`config.mk`:
```
export PLATFORM = sky130hd
export DESIGN_NAME = adc_grp_scan_seq
export DESIGN_NICKNAME = d
export VERILOG_FILES = /design/src/rtl/adc_seq_pkg.sv /design/src/rtl/adc_seq_ctrl.sv /design/src/rtl/adc_seq_bank.sv /design/src/rtl/adc_grp_scan_seq.sv
export SDC_FILE = /design/constraint.sdc
export NUM_CORES = 1
export LEC_CHECK = 0
export ABC_CLOCK_PERIOD_IN_PS = 3900
export BUFFER_PORTS_ARGS = -buffer_cell sky130_fd_sc_hd__buf_2
export CAP_MARGIN = 40
export CORE_MARGIN = 2
export CORE_UTILIZATION = 57
export CTS_BUF_LIST = sky130_fd_sc_hd__clkbuf_4 sky130_fd_sc_hd__clkbuf_8
export CTS_CLUSTER_SIZE = 25
export DETAILED_ROUTE_END_ITERATION = 16
export GPL_TIMING_DRIVEN = 0
export PLACE_DENSITY = 0.84
export SKIP_LAST_GASP = 1
export SYNTH_ARGS = -nofsm -noshare
export SYNTH_HDL_FRONTEND = slang
export SYNTH_SLANG_ARGS = --single-unit
```
`constraint.sdc`:
```
create_clock -name clk -period 3.9 [get_ports clk]
set_clock_uncertainty 0.2 [all_clocks]
set_input_delay 0.78 -clock clk [delete_from_list [all_inputs] [get_ports clk]]
set_output_delay 0.78 -clock clk [all_outputs]
set_load 0.005 [all_outputs]
```
`src/rtl/adc_seq_pkg.sv`:
```
package adc_seq_pkg;

  // Progress of one tick's multi-group scan
  typedef enum logic [1:0] {
    PH_IDLE = 2'd0,  // waiting for a tick
    PH_RUN  = 2'd1,  // a group is converting, waiting for done
    PH_GAP  = 2'd2   // control word cleared, next group launches next cycle
  } scan_phase_e;

endpackage

```
`src/rtl/adc_seq_ctrl.sv`:
```
module adc_seq_ctrl
  import adc_seq_pkg::*;
#(
  parameter int NUM_GRP = 2,
  parameter int GRP_W   = 1
) (
  input  logic             clk,
  input  logic             rst,
  input  logic             tick_i,
  input  logic             conv_done_i,
  output logic             conv_start_o,
  output logic             conv_scan_en_o,
  output logic [GRP_W-1:0] conv_grp_o,
  output logic             wr_en_o,
  output logic [GRP_W-1:0] wr_grp_o
);

  localparam logic [GRP_W-1:0] LAST_GRP = GRP_W'(NUM_GRP - 1);

  scan_phase_e      phase_q;
  logic [GRP_W-1:0] grp_q;       // group being worked on
  logic             start_q;
  logic             scan_q;
  logic [GRP_W-1:0] ctrl_grp_q;  // group field of the control word
  logic             last_grp;

  assign last_grp = (grp_q == LAST_GRP);

  always_ff @(posedge clk) begin
    if (rst) begin
      phase_q    <= PH_IDLE;
      grp_q      <= '0;
      start_q    <= 1'b0;
      scan_q     <= 1'b0;
      ctrl_grp_q <= '0;
    end else begin
      start_q <= 1'b0;
      unique case (phase_q)
        PH_IDLE: begin
          if (tick_i) begin
            phase_q    <= PH_RUN;
            grp_q      <= '0;
            start_q    <= 1'b1;
            scan_q     <= 1'b1;
            ctrl_grp_q <= '0;
          end
        end
        PH_RUN: begin
          if (conv_done_i) begin
            scan_q     <= 1'b0;
            ctrl_grp_q <= '0;
            phase_q    <= last_grp ? PH_IDLE : PH_GAP;
          end
        end
        PH_GAP: begin
          phase_q    <= PH_RUN;
          grp_q      <= grp_q + 1'b1;
          start_q    <= 1'b1;
          scan_q     <= 1'b1;
          ctrl_grp_q <= grp_q + 1'b1;
        end
        default: phase_q <= PH_IDLE;
      endcase
    end
  end

  assign conv_start_o   = start_q;
  assign conv_scan_en_o = scan_q;
  assign conv_grp_o     = ctrl_grp_q;
  assign wr_en_o        = (phase_q == PH_RUN) && conv_done_i;
  assign wr_grp_o       = grp_q;

  // an idle tick launches group 0
  p_launch_grp0_r1: assert property (@(posedge clk) disable iff (rst)
    (tick_i && phase_q == PH_IDLE) |=> (conv_start_o && conv_scan_en_o && conv_grp_o == '0));

  // start is a single-cycle pulse that always comes with scan enable
  p_start_pulse_r1: assert property (@(posedge clk) disable iff (rst)
    conv_start_o |=> !conv_start_o);
  p_start_scan_r1: assert property (@(posedge clk) disable iff (rst)
    conv_start_o |-> conv_scan_en_o);

  // a non-final completion clears the word for one cycle, then relaunches
  p_clear_then_next_r3: assert property (@(posedge clk) disable iff (rst)
    (phase_q == PH_RUN && conv_done_i && !last_grp)
      |=> (!conv_start_o && !conv_scan_en_o && conv_grp_o == '0)
      ##1 (conv_start_o && conv_scan_en_o && conv_grp_o == $past(grp_q, 2) + 1'b1));

  // the final completion clears the word and returns to idle
  p_stop_after_last_r4: assert property (@(posedge clk) disable iff (rst)
    (phase_q == PH_RUN && conv_done_i && last_grp)
      |=> (!conv_scan_en_o && !conv_start_o && phase_q == PH_IDLE));

  // a tick during a running group produces no start
  p_tick_ignored_r6: assert property (@(posedge clk) disable iff (rst)
    (tick_i && phase_q == PH_RUN) |=> !conv_start_o);

  // done outside a running group writes nothing
  p_done_ignored_r7: assert property (@(posedge clk) disable iff (rst)
    (phase_q != PH_RUN) |-> !wr_en_o);

endmodule

```
`src/rtl/adc_seq_bank.sv`:
```
module adc_seq_bank #(
  parameter int DEPTH = 2,
  parameter int DW    = 10,
  parameter int AW    = 1
) (
  input  logic          clk,
  input  logic          rst,
  input  logic          we_i,
  input  logic [AW-1:0] waddr_i,
  input  logic [DW-1:0] wdata_i,
  input  logic [AW-1:0] raddr_i,
  output logic [DW-1:0] rdata_o
);

  // Data array has no reset so it can map to block RAM; a flag per entry
  // gives the zero-after-reset view.
  logic [DW-1:0]    mem [DEPTH];
  logic [DEPTH-1:0] vld_q;
  logic [DW-1:0]    rd_q;
  logic             rd_vld_q;

  always_ff @(posedge clk) begin
    if (we_i) mem[waddr_i] <= wdata_i;
    rd_q <= mem[raddr_i];
  end

  always_ff @(posedge clk) begin
    if (rst) begin
      vld_q    <= '0;
      rd_vld_q <= 1'b0;
    end else begin
      if (we_i) vld_q[waddr_i] <= 1'b1;
      rd_vld_q <= vld_q[raddr_i];
    end
  end

  assign rdata_o = rd_vld_q ? rd_q : '0;

  // a written entry is marked valid from the next cycle on
  p_write_marks_valid_r8: assert property (@(posedge clk) disable iff (rst)
    we_i |=> vld_q[$past(waddr_i)]);

endmodule

```
`src/rtl/adc_grp_scan_seq.sv`:
```
module adc_grp_scan_seq #(
  parameter int CH_PER_GRP = 4,   // power of two
  parameter int NUM_GRP    = 2,   // power of two
  parameter int RAW_W      = 16,
  parameter int RES_W      = 10
) (
  input  logic                        clk,
  input  logic                        rst,
  input  logic                        tick_i,
  input  logic                        conv_done_i,
  input  logic [CH_PER_GRP*RAW_W-1:0] raw_i,
  output logic                        conv_start_o,
  output logic                        conv_scan_en_o,
  output logic [((NUM_GRP > 1) ? $clog2(NUM_GRP) : 1)-1:0] conv_grp_o,
  input  logic [((CH_PER_GRP > 1) ? $clog2(CH_PER_GRP) : 1)
                + ((NUM_GRP > 1) ? $clog2(NUM_GRP) : 1)-1:0] rd_ch_i,
  output logic [RES_W-1:0]            rd_data_o
);

  localparam int GRP_W  = (NUM_GRP > 1) ? $clog2(NUM_GRP) : 1;
  localparam int LANE_W = (CH_PER_GRP > 1) ? $clog2(CH_PER_GRP) : 1;
  localparam int CH_W   = LANE_W + GRP_W;
  localparam int SHIFT  = RAW_W - RES_W;

  logic             wr_en;
  logic [GRP_W-1:0] wr_grp;
  logic [LANE_W-1:0] rd_lane;
  logic [GRP_W-1:0]  rd_grp;
  logic [LANE_W-1:0] lane_sel_q;
  logic [RES_W-1:0]  lane_rd [CH_PER_GRP];

  assign rd_lane = rd_ch_i[LANE_W-1:0];
  assign rd_grp  = rd_ch_i[CH_W-1:LANE_W];

  adc_seq_ctrl #(
    .NUM_GRP (NUM_GRP),
    .GRP_W   (GRP_W)
  ) u_ctrl (
    .clk            (clk),
    .rst            (rst),
    .tick_i         (tick_i),
    .conv_done_i    (conv_done_i),
    .conv_start_o   (conv_start_o),
    .conv_scan_en_o (conv_scan_en_o),
    .conv_grp_o     (conv_grp_o),
    .wr_en_o        (wr_en),
    .wr_grp_o       (wr_grp)
  );

  // One bank per converter lane; the group number addresses within it.
  for (genvar k = 0; k < CH_PER_GRP; k++) begin : g_lane
    logic [RAW_W-1:0] raw_lane;
    logic [RES_W-1:0] scaled;
    logic             unused_lsbs;

    assign raw_lane    = raw_i[k*RAW_W +: RAW_W];
    assign scaled      = raw_lane[RAW_W-1:SHIFT];
    assign unused_lsbs = ^raw_lane[SHIFT-1:0];

    adc_seq_bank #(
      .DEPTH (NUM_GRP),
      .DW    (RES_W),
      .AW    (GRP_W)
    ) u_bank (
      .clk     (clk),
      .rst     (rst),
      .we_i    (wr_en),
      .waddr_i (wr_grp),
      .wdata_i (scaled),
      .raddr_i (rd_grp),
      .rdata_o (lane_rd[k])
    );
  end

  always_ff @(posedge clk) begin
    if (rst) lane_sel_q <= '0;
    else     lane_sel_q <= rd_lane;
  end

  assign rd_data_o = lane_rd[lane_sel_q];

endmodule

```
==> flow_metrics.env <==
export IMPL_status="complete, no violations"
export IMPL_clkLatencyLatePin_ps=430
export IMPL_num_rows=33
export IMPL_numPortBuffers=57
export IMPL_yosysUniqueCellTypes=28
export IMPL_wl_met2_um=4497
export IMPL_antenna_left=0
export IMPL_fin_ws_ps=1172
export IMPL_min_from="g_lane[2].u_bank.mem[0][8]"
export IMPL_rsz0062_at_grt="false"
export IMPL_postCtsSetupRepairBufs=0
export IMPL_start_util_pct=57.93
export IMPL_period_needed_ps=2728
export IMPL_seqCellArea_um2=3603
export IMPL_setup_viol=0
export IMPL_r2r_slack_ps=2060
export IMPL_ctsLongestPathBuffers=2
export IMPL_coreArea_um2=8093
export IMPL_timing_setup_tns_ps=0
export IMPL_worst_path_max_delay_cell="dfxtp_1"
export IMPL_cts_buffers=17
export IMPL_rr_endpoint="g_lane[0].u_bank.mem[0][0]"
export IMPL_ys_seq_area_share_pct=76.86
export IMPL_top_layer="met4"
export IMPL_drv_slew=0
export IMPL_drc=0
export IMPL_worstMarginPinSlew_ps=551.4
export IMPL_period_share_pct=69.95
export IMPL_dr_wl_met3_um=496
export IMPL_worstHoldEndpoint="g_lane[2].u_bank.rd_q[8]"
export IMPL_synth_top_area_share_pct=51.24
export IMPL_finalPower_mw=3.058
export IMPL_grt_overflow=0
export IMPL_worstSetupPathType="register to primary output"
export IMPL_antenna_found_initial=0
export IMPL_maxCapViolCount=0
export IMPL_p_int_mw=2.436
export IMPL_fin_nets=421
export IMPL_cts_sinks=140
export IMPL_hold_buffers=0
export IMPL_cts_tree="yes"
export IMPL_wl_met1_um=3478
export IMPL_avgSynthCellArea_um2=17.24
export IMPL_drtIter0Drc=187
export IMPL_cts_root_buf="clkbuf_8"
export IMPL_swShare_pct=20.35
export IMPL_synth_top_cell_by_area="edfxtp_1"
export IMPL_max_stage_delay_ps=370
export IMPL_drt_wl_total_um=8580
export IMPL_vias_per_cell=5.442
export IMPL_mostFrequentLayoutCells="edfxtp_1, buf_2, dfxtp_1"
export IMPL_p_leak_nw=2.094
export IMPL_holdPathStages=1
export IMPL_fillers=539
export IMPL_grt_usage_pct=21.20
export IMPL_critPathLaunchType="register"
export IMPL_vias=2547
export IMPL_ios=84
export IMPL_first_pass_iters=4
export IMPL_p_per_area_nw_per_um2=545.5
export IMPL_cts_resized=0
export IMPL_clk_pin_slew_ps=80
export IMPL_dieArea_um2=8966
export IMPL_syn_nets=343
export IMPL_syn_area_um2=4688
export IMPL_htreeDepth=4
export IMPL_hold_class="register to register"
export IMPL_synth_area_top_cells="edfxtp_1, dfxtp_1, mux2_2, a221oi_2, nor2_1"
export IMPL_grt_start_max_net_pins=31
export IMPL_ys_ff_latch=140
export IMPL_fmax_ghz=0.3666
export IMPL_power_share_clock_pct=42.8
export IMPL_cp_cell_sequence="and2_2, buf_6, a22oi_1, a21oi_1, buf_2"
export IMPL_yosysWarnings=0
export IMPL_grt_pass1_vias=2718
export IMPL_dp_slack_ps=1634
export IMPL_hpwl_um=5349
export IMPL_slew_headroom_pct=63.24
export IMPL_syn_inst=272
export IMPL_area_growth_pct=19.59
export IMPL_hold_slack_ps=268.7
export IMPL_crit_fanout=10
export IMPL_cp_required_ps=2920
export IMPL_globalplace_congestion=0.7321
export IMPL_seqPwrFrac_pct=53.0
export IMPL_wl_per_cell_um=18.33
export IMPL_p_switching_mw=0.6224
export IMPL_r2r_start="u_ctrl.phase_q[0]"
export IMPL_chipWidth_um=94.69
export IMPL_cp_arrival_ps=1750
export IMPL_hold_viol_final=0
export IMPL_final_common_cell="edfxtp_1"
export IMPL_vdd_drop_max_uv=397.4
export IMPL_multi_input_area_um2=988.4
export IMPL_cp_end_kind="primary output"
export IMPL_p_comb_share_pct=4.2
export IMPL_grt_pass1_wl_um=13410
export IMPL_die_h_um=94.69
export IMPL_n_antenna_cell=0
export IMPL_rr_worst_depth=2
export IMPL_drive_gt1_share_pct=42.70
-- how the worst max path moves through the flow --
stage | from | to | slack, ps | depth (start not counted)
CTS | lane_sel_q[0] | rd_data_o[2] | 1160 | 5
floorplan | conv_done_i | g_lane[0].u_bank.mem[0][0] | 1390 | 1
global placement | conv_done_i | g_lane[1].u_bank.mem[0][1] | 710 | 2
global route | lane_sel_q[0] | rd_data_o[1] | 1120 | 5
detailed placement | conv_done_i | g_lane[1].u_bank.mem[0][1] | 1630 | 3
finish | lane_sel_q[0] | rd_data_o[2] | 1170 | 5
-- area by class of cell --
| class | instances | share of cell area (%) |
|---|---|---|
| sequential | 140 | 64.27 |
| multi-input combinational | 117 | 17.63 |
| timing repair buffer | 59 | 5.802 |
| clock buffer | 18 | 4.307 |
| clock inverter | 14 | 3.928 |
| tap | 105 | 2.343 |
| buffer | 14 | 1.651 |
| inverter | 1 | 0.06695 |
-- power groups by stage --
stage	combinational, mW	clock, mW	sequential [mW]
final	0.127	1.31	1.62
after floorplan	0.0687	0	1.65
after detailed placement	0.126	0	1.65
after global routing	0.139	1.40	1.63
after CTS	0.128	1.33	1.62
after global placement	0.118	0	1.65
-- flip-flops by register name, indices dropped and copies added (netlist names) --
name and count:
g_lane.u_bank.rd_vld_q 4, u_ctrl.phase_q 2, g_lane.u_bank.rd_q 40, u_ctrl.conv_grp_o 1, lane_sel_q 2, u_ctrl.conv_scan_en_o 1, g_lane.u_bank.vld_q 8, u_ctrl.conv_start_o 1
g_lane.u_bank.mem 80, u_ctrl.wr_grp_o 1
-- synth_stat cells --
master and number:
nor3_1 2, and4b_1 1, inv_1 1, and2_4 1, a311oi_1 1, edfxtp_1 80
clkbuf_2 1, a21oi_1 12, dfxtp_1 60, mux2_2 40, o21bai_1 1, mux2i_1 4
nor2_1 23, nor3b_1 1, nor2b_1 4, and4bb_1 1, and3b_2 1, buf_6 3
a211oi_1 1, o21ai_0 1, buf_4 3, a221oi_2 9, clkbuf_1 3, a22oi_1 10
nand3b_1 2, a31oi_1 1, buf_2 4, and2_2 1
-- stage by stage --
stage	instances	utilization, %	area (um^2)
finish	468	69.28	5607
global route	468	69.28	5607
CTS	468	69.28	5607
detailed placement	436	63.57	5145
global placement	434	63.08	5105
floorplan	272	-	4688
-- layer usage --
layer / vias up / track usage, %
met5: - / 0
met4: 0 / 8.333
met3: 11 / 7.342
met2: 89 / 35.82
met1: 1260 / 24.96
li1: 1187 / -
-- worst max-delay path, delay by kind of cell, from the launching register on --
family | cells | cell delay (ps)
buffers and inverters | 2 | 320
AND/OR/NAND/NOR | 1 | 200
flip-flops | 1 | 370
AO/OA/AOI/OAI | 2 | 450
-- cells by family after synthesis --
logic type      synth area share, %
compound gates                6.512
buf+inv                       2.055
flops                         76.86
simple gates                  4.110
mux                           10.46
No activity file was read; power rests on OpenSTA's default activity.
